$ cat config.mk
export PLATFORM = sky130hd
export DESIGN_NAME = ow_search_accel
export DESIGN_NICKNAME = d
export VERILOG_FILES = /design/src/rtl/ow_search_pkg.sv /design/src/rtl/ow_lane_codec.sv /design/src/rtl/ow_bit_resolver.sv /design/src/rtl/ow_slot_sequencer.sv /design/src/rtl/ow_search_accel.sv
export SDC_FILE = /design/constraint.sdc
export NUM_CORES = 1
export LEC_CHECK = 0
export ABC_CLOCK_PERIOD_IN_PS = 2300
export BUFFER_PORTS_ARGS = -buffer_cell sky130_fd_sc_hd__buf_4
export CELL_PAD_IN_SITES_DETAIL_PLACEMENT = 1
export CELL_PAD_IN_SITES_GLOBAL_PLACEMENT = 1
export CORE_MARGIN = 1
export CORE_UTILIZATION = 42
export DETAILED_ROUTE_END_ITERATION = 16
export GPL_TIMING_DRIVEN = 0
export PLACE_DENSITY = 0.8
export SYNTH_ARGS = -nofsm -noshare
export SYNTH_HDL_FRONTEND = slang
export SYNTH_SLANG_ARGS = --single-unit
$ cat constraint.sdc
create_clock -name clk -period 2.3 [get_ports clk]
set_input_delay 0.69 -clock clk [delete_from_list [all_inputs] [get_ports clk]]
set_output_delay 0.69 -clock clk [all_outputs]
set_load 0.005 [all_outputs]
$ cat src/rtl/ow_search_pkg.sv
package ow_search_pkg;
    typedef enum logic [1:0] {
        PH_IDLE    = 2'd0,
        PH_RD_TRUE = 2'd1,
        PH_RD_CMPL = 2'd2,
        PH_WR_DIR  = 2'd3
    } phase_e;
endpackage

$ cat src/rtl/ow_lane_codec.sv
// Interleave/deinterleave between host bytes and per-lane vectors.
module ow_lane_codec #(
    parameter int LANES = 4
) (
    input  logic [2*LANES-1:0] wr_byte,
    input  logic [LANES-1:0]   rom_bits,
    input  logic [LANES-1:0]   disc_bits,
    output logic [LANES-1:0]   dir_bits,
    output logic [2*LANES-1:0] rd_byte
);
    for (genvar k = 0; k < LANES; k++) begin : g_lane
        assign dir_bits[k]      = wr_byte[2*k+1];
        assign rd_byte[2*k+1]   = rom_bits[k];
        assign rd_byte[2*k]     = disc_bits[k];
    end
endmodule

$ cat src/rtl/ow_bit_resolver.sv
// Chooses the branch bit from the true/complement reads and host direction.
module ow_bit_resolver (
    input  logic true_bit,
    input  logic cmpl_bit,
    input  logic dir_bit,
    output logic res_bit,
    output logic res_flag
);
    always_comb begin
        if (true_bit != cmpl_bit) begin
            res_bit  = true_bit;
            res_flag = 1'b0;
        end else if (!true_bit) begin
            res_bit  = dir_bit;
            res_flag = 1'b1;
        end else begin
            res_bit  = 1'b1;
            res_flag = 1'b1;
        end
    end
endmodule

$ cat src/rtl/ow_slot_sequencer.sv
// Walks the lanes through read/read/write slots and keeps the host flags.
module ow_slot_sequencer
    import ow_search_pkg::*;
#(
    parameter int LANES = 4
) (
    input  logic             clk,
    input  logic             rst_n,
    input  logic             accel_en,
    input  logic             wr_valid,
    input  logic [LANES-1:0] dir_in,
    input  logic             rd_strobe,
    input  logic             slot_done,
    input  logic             slot_rbit,
    input  logic             res_bit,
    input  logic             res_flag,
    output logic             slot_req,
    output logic             slot_is_write,
    output logic             slot_wbit,
    output logic             cur_true,
    output logic             cur_dir,
    output logic [LANES-1:0] out_rom,
    output logic [LANES-1:0] out_disc,
    output logic             tx_empty,
    output logic             rx_full
);
    localparam int IDX_W = (LANES > 1) ? $clog2(LANES) : 1;
    localparam logic [IDX_W-1:0] LAST_IDX = IDX_W'(LANES - 1);

    typedef struct packed {
        phase_e           phase;
        logic [IDX_W-1:0] idx;
        logic             tbit;
        logic [LANES-1:0] dir;
        logic [LANES-1:0] rom;
        logic [LANES-1:0] disc;
        logic [LANES-1:0] snap_rom;
        logic [LANES-1:0] snap_disc;
        logic             txe;
        logic             rxf;
    } seq_state_t;

    seq_state_t s_d, s_q;
    logic finishing;

    always_comb begin
        s_d       = s_q;
        finishing = 1'b0;

        if (rd_strobe) begin
            s_d.rxf = 1'b0;
        end

        unique case (s_q.phase)
            PH_IDLE: begin
                if (accel_en && wr_valid) begin
                    s_d.dir   = dir_in;
                    s_d.idx   = '0;
                    s_d.rom   = '0;
                    s_d.disc  = '0;
                    s_d.txe   = 1'b0;
                    s_d.phase = PH_RD_TRUE;
                end
            end
            PH_RD_TRUE: begin
                if (slot_done) begin
                    s_d.tbit  = slot_rbit;
                    s_d.phase = PH_RD_CMPL;
                end
            end
            PH_RD_CMPL: begin
                if (slot_done) begin
                    s_d.rom[s_q.idx]  = res_bit;
                    s_d.disc[s_q.idx] = res_flag;
                    s_d.phase         = PH_WR_DIR;
                end
            end
            PH_WR_DIR: begin
                if (slot_done) begin
                    if (s_q.idx == LAST_IDX) begin
                        finishing     = 1'b1;
                        s_d.snap_rom  = s_q.rom;
                        s_d.snap_disc = s_q.disc;
                        s_d.rxf       = 1'b1;
                        s_d.txe       = 1'b1;
                        s_d.phase     = PH_IDLE;
                    end else begin
                        s_d.idx   = s_q.idx + 1'b1;
                        s_d.phase = PH_RD_TRUE;
                    end
                end
            end
            default: s_d.phase = PH_IDLE;
        endcase

        if (!accel_en) begin
            s_d.phase = PH_IDLE;
            s_d.txe   = 1'b1;
        end
    end

    always_ff @(posedge clk or negedge rst_n) begin
        if (!rst_n) begin
            s_q       <= '0;
            s_q.phase <= PH_IDLE;
            s_q.txe   <= 1'b1;
        end else begin
            s_q <= s_d;
        end
    end

    assign slot_req      = (s_q.phase != PH_IDLE);
    assign slot_is_write = (s_q.phase == PH_WR_DIR);
    assign slot_wbit     = s_q.rom[s_q.idx];
    assign cur_true      = s_q.tbit;
    assign cur_dir       = s_q.dir[s_q.idx];
    assign out_rom       = s_q.snap_rom;
    assign out_disc      = s_q.snap_disc;
    assign tx_empty      = s_q.txe;
    assign rx_full       = s_q.rxf;

    // an unanswered request keeps its kind and write bit
    assert_req_hold_R12: assert property (@(posedge clk) disable iff (!rst_n)
        (slot_req && !slot_done && accel_en) |=>
            (slot_req && $stable(slot_is_write) && $stable(slot_wbit)));

    // no slot activity once the mode is off
    assert_off_no_req_R10: assert property (@(posedge clk) disable iff (!rst_n)
        !accel_en |=> !slot_req);

    // tx_empty mirrors the absence of outstanding slots
    assert_busy_flag_R8: assert property (@(posedge clk) disable iff (!rst_n)
        slot_req != tx_empty);

    // result flag only rises after a completed write slot
    assert_rx_rise_R8: assert property (@(posedge clk) disable iff (!rst_n)
        $rose(rx_full) |-> $past(slot_is_write && slot_done));

    // a read strobe clears the flag unless a new result lands
    assert_read_clears_R9: assert property (@(posedge clk) disable iff (!rst_n)
        (rd_strobe && !finishing) |=> !rx_full);
endmodule

$ cat src/rtl/ow_search_accel.sv
module ow_search_accel #(
    parameter int LANES = 4
) (
    input  logic               clk,
    input  logic               rst_n,
    input  logic               accel_en,
    input  logic               wr_valid,
    input  logic [2*LANES-1:0] wr_data,
    input  logic               rd_strobe,
    output logic [2*LANES-1:0] rd_data,
    output logic               tx_empty,
    output logic               rx_full,
    output logic               slot_req,
    output logic               slot_is_write,
    output logic               slot_wbit,
    input  logic               slot_done,
    input  logic               slot_rbit
);
    logic [LANES-1:0] dir_bits;
    logic [LANES-1:0] snap_rom;
    logic [LANES-1:0] snap_disc;
    logic             cur_true;
    logic             cur_dir;
    logic             res_bit;
    logic             res_flag;

    ow_lane_codec #(.LANES(LANES)) u_codec (
        .wr_byte   (wr_data),
        .rom_bits  (snap_rom),
        .disc_bits (snap_disc),
        .dir_bits  (dir_bits),
        .rd_byte   (rd_data)
    );

    ow_bit_resolver u_resolve (
        .true_bit (cur_true),
        .cmpl_bit (slot_rbit),
        .dir_bit  (cur_dir),
        .res_bit  (res_bit),
        .res_flag (res_flag)
    );

    ow_slot_sequencer #(.LANES(LANES)) u_seq (
        .clk           (clk),
        .rst_n         (rst_n),
        .accel_en      (accel_en),
        .wr_valid      (wr_valid),
        .dir_in        (dir_bits),
        .rd_strobe     (rd_strobe),
        .slot_done     (slot_done),
        .slot_rbit     (slot_rbit),
        .res_bit       (res_bit),
        .res_flag      (res_flag),
        .slot_req      (slot_req),
        .slot_is_write (slot_is_write),
        .slot_wbit     (slot_wbit),
        .cur_true      (cur_true),
        .cur_dir       (cur_dir),
        .out_rom       (snap_rom),
        .out_disc      (snap_disc),
        .tx_empty      (tx_empty),
        .rx_full       (rx_full)
    );
endmodule

## After elaboration in Yosys (flattened, before gate mapping)

Index checks and enable logic that the tools add are counted.

| word-level totals | value |
|---|---|
| bits in registers | 27 |
| bits of input ports | 15 |
| output and inout port bits | 13 |

| cells by class | value |
|---|---|
| $add $sub $neg | 1 |
| $lt $le $gt $ge | 2 |
| equal/unequal tests | 15 |
| mux-type cells | 30 |
| reduce and logical (&&, ||, !) cells | 13 |

Operator list:

| kind | count |
|---|---|
| 2-to-1 mux 8 bit | 2 |
| case mux 8 bit (2 select lines) | 1 |
| 2-to-1 mux 2 bit | 6 |
| AND reduction 4 bit | 3 |
| 2-to-1 mux 1 bit | 11 |
| inequality test 3 x 2 -> 1 bit, second input constant | 3 |
| bitwise mux 4 bit | 2 |
| 2-to-1 mux 4 bit | 2 |
| case mux 2 bit (4 select lines) | 1 |
| equality test 2 bit, second input constant | 3 |
| inequality test 3 bit, second input constant | 2 |
| AND reduction 3 bit | 2 |
| nonzero test 2 bit | 3 |
| binary-select mux 1 bit (select 2 bit) | 2 |
| inequality test 2 x 1 -> 1 bit, second input constant | 2 |
| inequality test 2 bit, second input constant | 2 |
| case mux 2 bit (2 select lines) | 1 |
| AND reduction 2 bit | 2 |
| less-than comparator 2 x 3 -> 1 bit, second input constant | 1 |
| inequality test 3 x 1 -> 1 bit, second input constant | 1 |
| adder 2 x 1 -> 2 bit, second input constant | 1 |
| demux 1 bit (select 2 bit) | 1 |
| equality test 2 x 1 -> 1 bit, second input constant | 1 |
| greater-or-equal comparator 2 x 1 -> 1 bit, second input constant | 1 |
| 4 further kinds | 5 |

## Depth between registers and ports, before layout

| logic depth | value |
|---|---|
| depth after elaboration | 7 |
| mapped depth | 6 |
| gate-level depth less buffers | 5 |

## Modules after synthesis

Synthesis repeated with hierarchy kept, for this count alone.

| unflattened totals | value |
|---|---|
| cells, all modules | 151 |
| area total of the unflattened synthesis | 1606.5 um^2 |

By module, submodules not included:

| module | times used | cells each | area an instance (um^2) | seq. area each (um^2) |
|---|---|---|---|---|
| ow_slot_sequencer | 1 | 136 | 1496.4 | 676.9 |
| ow_lane_codec | 1 | 12 | 90.1 | 0.0 |
| ow_bit_resolver | 1 | 3 | 20.0 | 0.0 |

## Worst setup path before layout

No wires, ideal clock.

| timing path | value |
|---|---|
| kind | flip-flop to flip-flop |
| from | reg u_seq.s_q[25] (netlist bit) |
| to | reg u_seq.s_q[16] (netlist bit) |
| library setup time | 0.101 ns |
| data arrival time | 1.603 ns |
| setup slack | 0.596 ns |
| cell stages (with the launch flop) | 7 |
| path buffers | 1 |
| cell sequence | dfrtp_1 inv_1 ha_1 buf_4 mux2i_1 a311o_1 o32ai_1 |

| between the ends | value |
|---|---|
| word-level cells in the longest chain between the ends | 3 |

RTL lines:

| element | line | source |
|---|---|---|
| from (decl) | ow_slot_sequencer.sv:43 | `seq_state_t s_d, s_q;` |
| equality test 2 bit or logical NOT 2 bit (tied branches) | ow_slot_sequencer.sv:54 | `unique case (s_q.phase)` |
| inequality test 2 bit (no line), or another cell as far along | -- |  |
| AND reduction 3 bit (no line) | -- |  |

Parallel ways exist; a longest one is shown, timed or not.
A chain may end at the register's enable or synchronous reset.

## Worst setup path in the final report

| timing path | value |
|---|---|
| from | reg u_seq.s_q[23] (netlist bit) |
| to | out slot_wbit |

| between the ends | value |
|---|---|
| word-level cells in the longest chain between the ends | 2 |

RTL lines:

| element | line | source |
|---|---|---|
| binary-select mux 1 bit (select 2 bit) | ow_slot_sequencer.sv:114 | `assign slot_wbit = s_q.rom[s_q.idx];` |
| 2-to-1 mux 1 bit (not written as such) | ow_slot_sequencer.sv:114 |  |
| to (decl) | ow_search_accel.sv:15 | `output logic slot_wbit,` |

No other way between the ends. The select of a mux whose other input is x is not followed.

==> out/metrics.cfg <==
[critical_path]
startpoint_type = flop
r2r-start = u_seq.s_q[26]
critPathArrivalTime_ps = 1490
end_kind = primary output
crit_type = flop to primary output
r2r_cells = 6
crit_fanout = 7
required_ps = 1610
reg2reg_to = u_seq.s_q[24]
r2r_slack_ps = 240

[floorplan]
die_area_um2 = 3680
io_pins = 28
die_w_um = 60.7
core.rowCount = 20
fp.dieH_um = 60.7
initial_core_util = 0.459
coreArea_um2 = 3150

[timing]
rsz0062_at_grt = false
setup_violations = 0
relSlewSlack = 0.610
slew_viol_final = 0
tns_ps = 0
max_freq_mhz = 459
skew_ps = 14.5
worst_pin_slew_ps = 584
fin_crit_sh = 0.947
hold_viol = 0
min_period_ps = 2180
worst_hold_slack_ps = 236

[finish]
fin_nets = 193
num_antenna_cells = 0
nFillCells = 374
drive_above_1_share = 0.280
area_growth_pct = 17.4

[min_path]
hp-class = input port to asynchronous set/reset pin

[clock_tree]
clk_pin_slew_ps = 160
cts-buffers-inserted = 3
insertion_delay_ps = 330
cts.path.max_buffers = 2
root_buffer = clkbuf_4
clkSinkCount = 27
cts_tree = done
h-tree-depth = 1

[place]
io_buffers = 22
dp_hpwl_mm = 2.45
globalplace.congestion = 0.850

[synthesis]
avgSynthCellArea_um2 = 10.2
syn_inst = 142
netlist_area_um2 = 1450
synth_top_area_cell = dfrtp_1
ys_seq_area_frac = 0.468
ys.warnings.count = 0
synth_top_area_share = 0.450
synth_seq_cells = 27
netlist_top_cells_area = dfrtp_1, ha_1, inv_1
synth_nets = 166
synth.distinct_cells = 28

[grt]
grt_start_max_net_pins = 28
grt_pass1_vias = 1110
grtUsageTotal = 0.203
grt_pass1_wl_mm = 5.42
grt_overflow = 0
antenna_found_initial = 0

[detailed_routing]
firstDrtPassIters = 4
vias = 1094
wl_per_cell_um = 14.8
vias_per_cell = 5.16
drtIter0Drc = 29
finalWirelength_mm = 3.14
drtAntennaViolNets = 0
drc = 0

[pwr]
pwr-share-clk = 0.145
irDropWorstVdd_v = 0.000436
total_power_mw = 1.49
pwr-share-seq = 0.428
power.leakage_nw = 0.792
p_int_mw = 0.919
p_comb_frac = 0.427
powerDensity_nw_per_um2 = 876
p_switching_mw = 0.568
netSwitchingFraction = 0.382

[job]
maxCapViolations = 0

[run_status]
status = finished, final reports clean

==> cell type report <==
| type | count | area, µm² | share of cell area |
|---|---|---|---|
| inverters | 19 | 71.3 | 0.0420 |
| clock buffers | 3 | 22.5 | 0.0133 |
| clock inverters | 1 | 7.51 | 0.00442 |
| repair buffers | 22 | 165 | 0.0973 |
| multi-input cells | 84 | 617 | 0.363 |
| flip-flops and latches | 27 | 678 | 0.399 |
| plain buffers | 12 | 81.3 | 0.0479 |
| well taps | 44 | 55.1 | 0.0324 |
==> power by group through the flow <==
stage	logic, mW	registers [mW]	clock network [mW]
after floorplan	0.456	0.622	0
after global routing	0.710	0.650	0.241
after CTS	0.634	0.634	0.223
after detailed placement	0.634	0.643	0
final	0.635	0.637	0.216
after global placement	0.604	0.633	0
==> worst max-delay path, cell delays in order, from the launching register on <==
cell and delay (ps):
dfrtp_2 490, mux4_2 530, buf_4 150
==> Yosys cell counts (all sizes together) <==
cell / number
ha: 9
a311o: 1
nand3: 6
o21ai: 11
mux2i: 6
a21boi: 1
mux2: 4
nor2: 2
o221ai: 2
or2: 1
nor3: 4
nand2: 14
a211oi: 4
a221oi: 1
o22ai: 4
mux4: 1
a21bo: 1
inv: 19
dfrtp: 26
a211o: 1
a2111oi: 1
o32ai: 4
clkbuf: 1
dfstp: 1
nor2b: 4
buf: 11
nand2b: 2
==> how the worst max path moves through the flow <==
stage                        startpoint       endpoint  depth (start not counted)
after floorplan           u_seq.s_q[25]  u_seq.s_q[16]                          6
after global placement    u_seq.s_q[25]  u_seq.s_q[17]                          6
after detailed placement  u_seq.s_q[26]  u_seq.s_q[24]                          6
after CTS                 u_seq.s_q[23]      slot_wbit                          2
after global routing      u_seq.s_q[25]       slot_req                          5
final                     u_seq.s_q[23]      slot_wbit                          2
==> timing repair <==
| action | in CTS | in global routing |
|---|---|---|
| setup endpoints to repair | 0 | 1 |
| buffers inserted | 0 | 0 |
| hold buffers | 0 | 0 |
| gates resized for setup | 0 | 1 |
==> layer usage <==
layer | routed length [µm] | part of all wire | GRT usage
met4 | 15 | 0.0048 | 0.0552
met3 | 90 | 0.029 | 0.0256
met5 | 0 | 0 | 0
met1 | 1510 | 0.48 | 0.282
met2 | 1520 | 0.48 | 0.334
==> per-stage QoR <==
| step | instance area [µm²] | std cells | setup WS (ps) | util |
|---|---|---|---|---|
| global route | 1700 | 212 | 55.3 | 0.538 |
| floorplan | 1450 | 142 | 596 | - |
| finish | 1700 | 212 | 121 | 0.538 |
| global placement | 1670 | 208 | 405 | 0.529 |
| CTS | 1700 | 212 | 20.3 | 0.538 |
| detailed placement | 1670 | 208 | 276 | 0.529 |
==> sequential cells by signal, indices dropped and copies added (netlist names) <==
| register | count |
|---|---|
| u_seq.s_q | 16 |
| u_seq.out_rom | 4 |
| u_seq.tx_empty | 1 |
| u_seq.cur_true | 1 |
| u_seq.out_disc | 4 |
| u_seq.rx_full | 1 |
==> cell families after synthesis <==
kind of cell             share of synthesized area
AND/OR/NAND/NOR                              0.106
multiplexers                                0.0882
flip-flops                                   0.468
AO/OA/AOI/OAI                                0.154
buffers and inverters                        0.106
adder cells (fa/ha/maj)                     0.0779
==> cells in the final DEF, fill, tap and decap left out, types with 2 or more instances in the layout <==
master     n
ha_1       9
nor2b_1    4
inv_1     19
o21ai_0   11
buf_4     31
dfrtp_1   25
mux2_2     4
o221ai_1   2
buf_2      2
o22ai_1    4
a211oi_1   4
clkbuf_4   3
nand2_1   14
nand2b_1   2
mux2i_1    6
nor3_1     4
o32ai_1    4
nor2_1     2
nand3_1    6
Power figures use the tool's default switching activity.
